<file path="src/rtl/hc_fs_pkg.sv">
package hc_fs_pkg;
   typedef enum logic [1:0] {
      HFS_RESET   = 2'b00,
      HFS_RESUME  = 2'b01,
      HFS_OPER    = 2'b10,
      HFS_SUSPEND = 2'b11
   } hfs_e;

   localparam int REG_W     = 32;
   localparam int ST_LSB    = 6;
   localparam int ST_MSB    = 7;
   localparam int RWC_BIT   = 9;
   localparam int RWE_BIT   = 10;
   localparam logic [REG_W-1:0] LIVE_MASK =
      (32'h1 << RWE_BIT) | (32'h1 << RWC_BIT) | (32'h3 << ST_LSB);
endpackage

</file>
<file path="src/rtl/hc_tick_timer.sv">
module hc_tick_timer #(
   parameter int TICKS       = 1,
   parameter bit RESET_ARMED = 1'b0
) (
   input  logic clk,
   input  logic rst_n,
   input  logic load,
   input  logic clear,
   input  logic tick,
   output logic expired
);
   localparam int CW = (TICKS < 2) ? 1 : $clog2(TICKS + 1);
   localparam logic [CW-1:0] LOAD_V = CW'(TICKS);

   generate
      if (TICKS < 1) begin : g_bad
         $error("hc_tick_timer: TICKS must be at least 1");
      end
   endgenerate

   logic [CW-1:0] cnt_q;
   logic          exp_q;

   always_ff @(posedge clk or negedge rst_n) begin
      if (!rst_n) begin
         cnt_q <= RESET_ARMED ? LOAD_V : '0;
         exp_q <= 1'b0;
      end else if (clear) begin
         cnt_q <= '0;
         exp_q <= 1'b0;
      end else if (load) begin
         cnt_q <= LOAD_V;
         exp_q <= 1'b0;
      end else if (tick && (cnt_q != '0)) begin
         cnt_q <= cnt_q - 1'b1;
         if (cnt_q == CW'(1)) exp_q <= 1'b1;
      end
   end

   assign expired = exp_q;
endmodule

</file>
<file path="src/rtl/hc_fs_ctrl.sv">
module hc_fs_ctrl
   import hc_fs_pkg::*;
(
   input  logic             clk,
   input  logic             hw_rst_n,
   input  logic             sw_rst,
   input  logic             wr_en,
   input  logic [REG_W-1:0] wr_data,
   input  logic             resume_evt,
   output hfs_e             st_q,
   output hfs_e             st_d,
   output logic             rwe_q,
   output logic             rwc_q
);
   logic rwe_d, rwc_d;

   always_comb begin
      st_d  = st_q;
      rwe_d = rwe_q;
      rwc_d = rwc_q;
      if (sw_rst) begin
         st_d  = HFS_RESET;
         rwe_d = 1'b0;
      end else if (wr_en) begin
         st_d  = hfs_e'(wr_data[ST_MSB:ST_LSB]);
         rwe_d = wr_data[RWE_BIT];
         rwc_d = wr_data[RWC_BIT];
      end else if ((st_q == HFS_SUSPEND) && resume_evt) begin
         st_d  = HFS_RESUME;
      end
   end

   always_ff @(posedge clk or negedge hw_rst_n) begin
      if (!hw_rst_n) begin
         st_q  <= HFS_RESET;
         rwe_q <= 1'b0;
         rwc_q <= 1'b0;
      end else begin
         st_q  <= st_d;
         rwe_q <= rwe_d;
         rwc_q <= rwc_d;
      end
   end
endmodule

</file>
<file path="src/rtl/hc_fstate_reg.sv">
module hc_fstate_reg
   import hc_fs_pkg::*;
#(
   parameter int SOF_TICKS = 1,
   parameter int RST_TICKS = 10
) (
   input  logic        clk,
   input  logic        hw_rst_n,
   input  logic        sw_rst,
   input  logic        ms_tick,
   input  logic        wr_en,
   input  logic [31:0] wr_data,
   output logic [31:0] rd_data,
   input  logic        resume_evt,
   input  logic        resume_sts,
   output logic [1:0]  fstate,
   output logic        sof_en,
   output logic        port_rst_req,
   output logic        rwake_out
);
   hfs_e st_q, st_d;
   logic rwe_q, rwc_q;
   logic sof_load, sof_clear, pr_done;

   hc_fs_ctrl u_ctrl (
      .clk        (clk),
      .hw_rst_n   (hw_rst_n),
      .sw_rst     (sw_rst),
      .wr_en      (wr_en),
      .wr_data    (wr_data),
      .resume_evt (resume_evt),
      .st_q       (st_q),
      .st_d       (st_d),
      .rwe_q      (rwe_q),
      .rwc_q      (rwc_q)
   );

   assign sof_clear = (st_d != HFS_OPER);
   assign sof_load  = (st_d == HFS_OPER) && (st_q != HFS_OPER);

   hc_tick_timer #(.TICKS(SOF_TICKS), .RESET_ARMED(1'b0)) u_sof_tmr (
      .clk     (clk),
      .rst_n   (hw_rst_n),
      .load    (sof_load),
      .clear   (sof_clear),
      .tick    (ms_tick),
      .expired (sof_en)
   );

   hc_tick_timer #(.TICKS(RST_TICKS), .RESET_ARMED(1'b1)) u_prst_tmr (
      .clk     (clk),
      .rst_n   (hw_rst_n),
      .load    (1'b0),
      .clear   (1'b0),
      .tick    (ms_tick),
      .expired (pr_done)
   );

   assign port_rst_req = ~pr_done;
   assign fstate       = st_q;
   assign rwake_out    = rwe_q & resume_sts;

   always_comb begin
      rd_data                 = '0;
      rd_data[ST_MSB:ST_LSB]  = st_q;
      rd_data[RWC_BIT]        = rwc_q;
      rd_data[RWE_BIT]        = rwe_q;
   end
endmodule

</file>
<file path="config.mk">
export PLATFORM = sky130hd
export DESIGN_NAME = hc_fstate_reg
export DESIGN_NICKNAME = d
export VERILOG_FILES = /design/src/rtl/hc_fs_pkg.sv /design/src/rtl/hc_tick_timer.sv /design/src/rtl/hc_fs_ctrl.sv /design/src/rtl/hc_fstate_reg.sv
export SDC_FILE = /design/constraint.sdc
export NUM_CORES = 1
export LEC_CHECK = 0
export ABC_CLOCK_PERIOD_IN_PS = 1830
export BUFFER_PORTS_ARGS = -buffer_cell sky130_fd_sc_hd__buf_4
export CAP_MARGIN = 20
export CORE_MARGIN = 3
export CORE_UTILIZATION = 34
export CTS_BUF_LIST = sky130_fd_sc_hd__clkbuf_2 sky130_fd_sc_hd__clkbuf_4 sky130_fd_sc_hd__clkbuf_8
export DETAILED_ROUTE_END_ITERATION = 6
export PLACE_DENSITY = 0.83
export SYNTH_ARGS = -nofsm -noshare
export SYNTH_HDL_FRONTEND = slang
export SYNTH_HIERARCHICAL = 1
export SYNTH_SLANG_ARGS = --single-unit
</file>
<file path="constraint.sdc">
create_clock -name clk -period 1.83 [get_ports clk]
set_clock_uncertainty 0.2 [all_clocks]
set_input_delay 0.0915 -clock clk [delete_from_list [all_inputs] [get_ports clk]]
set_output_delay 0.0915 -clock clk [all_outputs]
set_load 0.1 [all_outputs]
</file>
# After elaboration in Yosys (flattened, before gate mapping)
# Index checks and enable logic that the tools add are counted.
dict set report word_totals {
  in_bits 39
  output_inout_bits 37
  register_bits 11
  elab_cells 40
}
dict set report op_classes {
  reduce_logical 11
  bitwise_logic 3
  n_mux 12
  add_sub_neg 2
  n_eq_ne 5
}
# operator n
set op_table {}
lappend op_table {{$mux 1} 9}
lappend op_table {{$mux 2} 3}
lappend op_table {{$reduce_and 2->1} 3}
lappend op_table {{$reduce_bool 3->1} 2}
lappend op_table {{$eq 2x2->1 const B} 2}
lappend op_table {{$eq 4x1->1 const B} 1}
lappend op_table {{$logic_and 1x1->1} 4}
lappend op_table {{$ne 2x2->1 const B} 2}
lappend op_table {{$reduce_bool 4->1} 1}
lappend op_table {{$sub 4x1->4 const B} 1}
lappend op_table {{$not 1->1} 2}
lappend op_table {{$reduce_bool 2->1} 1}
lappend op_table {{$and 1x1->1} 1}
lappend op_table {{$sub 1x1->1 const B} 1}

# Longest topological paths before layout
dict set report logic_depth {
  word_depth 9
  depth_mapped 7
  ltp_nobuf 7
}

# Modules after synthesis
# The synthesis kept the hierarchy.
# mod instances cells_per_inst seq_area_each_um2 area_per_inst_um2
set by_module_without_submodules {}
lappend by_module_without_submodules {{hc_tick_timer at u_prst_tmr} 1 30 127.6 302.8}
lappend by_module_without_submodules {hc_fstate_reg 1 38 0.0 280.3}
lappend by_module_without_submodules {hc_fs_ctrl 1 14 100.1 176.4}
lappend by_module_without_submodules {{hc_tick_timer at u_sof_tmr} 1 7 50.0 78.8}

# Least setup slack after synthesis
# No wires, ideal clock.
dict set report synth_path {
  kind {reg-to-reg}
  from {reg u_ctrl.st_q[1]}
  to {reg u_sof_tmr.cnt_q}
  setup_slack_ns -0.158
  stages_incl_launch_ff 7
  setup_time_ns 0.073
  t_arrival_ns 1.715
  period_less_slack_ns 1.988
  path_buffers 0
  t_required_ns 1.557
  path_cell_list {dfrtp_1 > nand3b_1 > a21oi_1 > nand2b_4 > a21oi_2 > inv_1 > a21oi_2}
}
dict set report synth_via {
  elab_cells_between_ends 12
  cone_classes {4 x eq/ne; 5 x mux; 3 x reduce/logical}
}
# element line
set synth_lines {}
lappend synth_lines {{start: declaration} hc_fs_ctrl.sv:10} ;# output hfs_e st_q,
lappend synth_lines {{start signal: assignment} hc_fs_ctrl.sv:39} ;# st_q <= st_d;
lappend synth_lines {{$eq 2x2->1} hc_fs_ctrl.sv:28} ;# end else if ((st_q == HFS_SUSPEND) && resume_evt) begin
lappend synth_lines {{$logic_and 1x1->1} hc_fs_ctrl.sv:28}
lappend synth_lines {{$mux 2 (*)} hc_fs_ctrl.sv:28}
lappend synth_lines {{$mux 2 (*)} hc_fs_ctrl.sv:24} ;# end else if (wr_en) begin
lappend synth_lines {{$mux 2 (*)} hc_fs_ctrl.sv:21} ;# if (sw_rst) begin
lappend synth_lines {{net st_d[1]} hc_fstate_reg.sv:21} ;# hfs_e st_q, st_d;
lappend synth_lines {{$ne 2x2->1 (*)} hc_fstate_reg.sv:38} ;# assign sof_clear = (st_d != HFS_OPER);
lappend synth_lines {{net sof_clear} hc_fstate_reg.sv:23} ;# logic sof_load, sof_clear, pr_done;
lappend synth_lines {{$reduce_bool 3->1 (no line) / $mux 1 (equally long branches)} -}
lappend synth_lines {{end signal: assignment} hc_tick_timer.sv:26} ;# cnt_q <= RESET_ARMED ? LOAD_V : '0;
lappend synth_lines {{end signal: assignment} hc_tick_timer.sv:35} ;# cnt_q <= cnt_q - 1'b1;
lappend synth_lines {{end: declaration} hc_tick_timer.sv:21} ;# logic [CW-1:0] cnt_q;
# The timed path passes the listed nets; every way through them passes the cells marked *.
# A chain may end at the register's enable or synchronous reset.

==> impl_metrics.env <==
export IMPL_antenna_found_initial=0
export IMPL_cts_setup_buffers=0
export IMPL_dpl_cell_area_um2=950.9
export IMPL_ys_types=26
export IMPL_ir_worst_vdd_mv=0.4404
export IMPL_rr_worst_depth=5
export IMPL_status="finished, final reports clean"
export IMPL_routed_wl_mm=1.667
export IMPL_yosysWarnings=6
export IMPL_initial_core_util_pct=36.83
export IMPL_cts_root_buf="clkbuf_4"
export IMPL_cts_sinks=11
export IMPL_fp_dieH_um=55.66
export IMPL_start_kind="primary input"
export IMPL_antenna_left=0
export IMPL_tns_ns=0
export IMPL_timing_hold_violations_final=0
export IMPL_insertion_delay_ns=0.27
export IMPL_gp_congestion=0.8041
export IMPL_drc=0
export IMPL_core_area_um2=2276
export IMPL_clk_pin_slew_worst_paths_ns=0.07
export IMPL_rsz0062_at_grt="false"
export IMPL_nets=176
export IMPL_grt_use_total_pct=10.69
export IMPL_num_antenna_cells=0
export IMPL_synthToLayoutAreaGrowth_pct=30.45
export IMPL_n_fill_cell=199
export IMPL_worstPathMaxFanout=9
export IMPL_hold_depth=3
export IMPL_grt_pass1_wl_mm=2.608
export IMPL_finalSetupViolCount=0
export IMPL_synth_seq_area_share_pct=33.13
export IMPL_grt_pass1_vias=592
export IMPL_fin_area_um2=1094
export IMPL_syn_area_per_cell_um2=9.419
export IMPL_synth_ff_type="dfrtp_1"
export IMPL_grt_max_degree=10
export IMPL_dp_hpwl_mm=1.276
export IMPL_p_leak_nw=0.5710
export IMPL_cts_max_path_buffers=2
export IMPL_hp_class="in -> reg"
export IMPL_cts_tree="done"
export IMPL_rows=17
export IMPL_dr_pass1_iters=4
export IMPL_timing_fmax_mhz=574.6
export IMPL_fin_crit_sh_pct=95.10
export IMPL_fin_crit_ns=1.740
export IMPL_crit_type="in -> async"
export IMPL_multi_input_area_um2=439.2
export IMPL_synth_seq_cells=11
export IMPL_drive_gt1_share_pct=30.08
export IMPL_post_place_ws_ns=0.08498
export IMPL_h_tree_depth=1
export IMPL_io_buffer_count=19
export IMPL_drv_cap=0
export IMPL_cts_made_buffers=3
export IMPL_vias=629
export IMPL_utilization_pct=48.05
export IMPL_worst_ep_arrival_time_ns=2.01
export IMPL_netlist_instances=89
export IMPL_die_w_um=55.66
export IMPL_setup_ws_ns=0.08975
export IMPL_ff_latch_area_um2=280.3
export IMPL_syn_area_um2=838.3
export IMPL_critPathRequiredTime_ns=2.10
export IMPL_wl_per_cell_um=10.35
export IMPL_dieArea_um2=3097
export IMPL_drv_slew=0
export IMPL_synth_edf_count=0
export IMPL_viasPerCell=3.907
export IMPL_end_kind="async pin"
export IMPL_drt_iter0_drc=9
export IMPL_async_flop_share_pct=100.0
export IMPL_powerDensity_nw_per_um2=849.4
export IMPL_overflow=0
export IMPL_ios=76
synth_stat cells (all sizes together), types with 2 or more instances:
| library cell | count | area share, % |
|---|---|---|
| nor3 | 4 | 2.4 |
| dfstp | 2 | 6.3 |
| mux2 | 2 | 3.1 |
| nand2 | 5 | 2.2 |
| nor2 | 4 | 1.8 |
| buf | 32 | 29 |
| dfrtp | 9 | 27 |
| ha | 3 | 4.5 |
| a21oi | 5 | 3.9 |
| mux2i | 3 | 3.6 |
| inv | 7 | 3.1 |
| nand2b | 2 | 2.4 |
worst max-delay path, stage by stage:
cell and delay, ns:
dlygate4sd3_1 0.53, dlygate4sd3_1 0.55, buf_4 0.17, dlygate4sd3_1 0.67
cell families (layout without fill, tap and decap cells):
logic type                 count (synthesis)  after routing  share of synthesized area (%)
other                                      1             39                         0.4473
DFF                                       11             11                          33.13
buffers and inverters                     39             45                          31.79
adders and majority gates                  3              3                          4.478
muxes                                      5              5                          6.716
AOI/OAI and AO/OA                         10             10                          8.956
and+or+nand+nor                           20             20                          14.48
cell usage in the layout, fill, tap and decap left out, types with 2 or more instances in the layout:
cell           instances
buf_4                 23
nand2_1                4
clkbuf_4               4
nor3_1                 4
mux2i_1                3
ha_1                   3
dfrtp_2                2
conb_1                39
a21oi_1                3
a21oi_2                2
dfstp_2                2
inv_1                  7
dlygate4sd3_1         11
dfrtp_1                7
nor2_1                 4
metrics by stage:
stage               total power, mW  hold WS, ns  cells
floorplan                    0.7155      -0.4041    127
global placement             0.7186      -0.2691    146
detailed placement           0.7242      -0.2656    146
CTS                          0.9263      0.05627    161
global route                 0.9602      0.06871    161
finish                       0.9288      0.05808    161
registers in the layout (all words and copies together), names as in the netlist:
name                count
u_prst_tmr/cnt_q        4
u_ctrl/st_q             2
u_ctrl/rwc_q            1
u_ctrl/rwe_q            1
u_prst_tmr/expired      1
u_sof_tmr/cnt_q         1
u_sof_tmr/expired       1
metal layers:
metal / vias up / track usage (%) / part of all wire (%)
li1: 307 / - / -
met1: 292 / 11.27 / 36
met2: 28 / 20.44 / 57
met3: 2 / 0.2320 / 5.6
met4: 0 / 6.944 / 1.5
met5: - / 0 / 0
what timing repair did:
item / CTS / global route
hold buffers: 11 / 0
setup endpoints to repair: 0 / 1
endpoints found under the hold margin: 19 / 0
gates resized for setup: 0 / 1
final timing paths:
check	from	to	slack (ns)
setup / recovery	hw_rst_n	u_prst_tmr/expired$_DFFE_PN0P_	0.09
hold / removal	wr_en	u_ctrl/rwc_q$_DFFE_PN0P_	0.06
setup reg to reg	u_prst_tmr/cnt_q[0]$_DFFE_PN0P_	u_prst_tmr/cnt_q[0]$_DFFE_PN0P_	0.09
hold reg to reg	u_ctrl/rwc_q$_DFFE_PN0P_	u_ctrl/rwc_q$_DFFE_PN0P_	0.34
max in group clk	u_prst_tmr/cnt_q[0]$_DFFE_PN0P_	u_prst_tmr/cnt_q[0]$_DFFE_PN0P_	0.09
min in group asynchronous	hw_rst_n	u_ctrl/rwc_q$_DFFE_PN0P_	0.53
final cells by class:
cell class | count | share of cell area (%)
Clock buffer | 4 | 2.746
Inverter | 7 | 2.403
Multi-Input combinational cell | 77 | 40.16
Sequential cell | 11 | 25.63
Tap cell | 28 | 3.204
Timing Repair Buffer | 34 | 25.86
where the power goes:
part	switching, mW	internal, mW	total (mW)
combinational	0.385	0.0869	0.471
sequential	0.0119	0.260	0.272
clock	0.0861	0.0993	0.185
total	0.483	0.446	0.929
(Power assumes the default switching activity.)
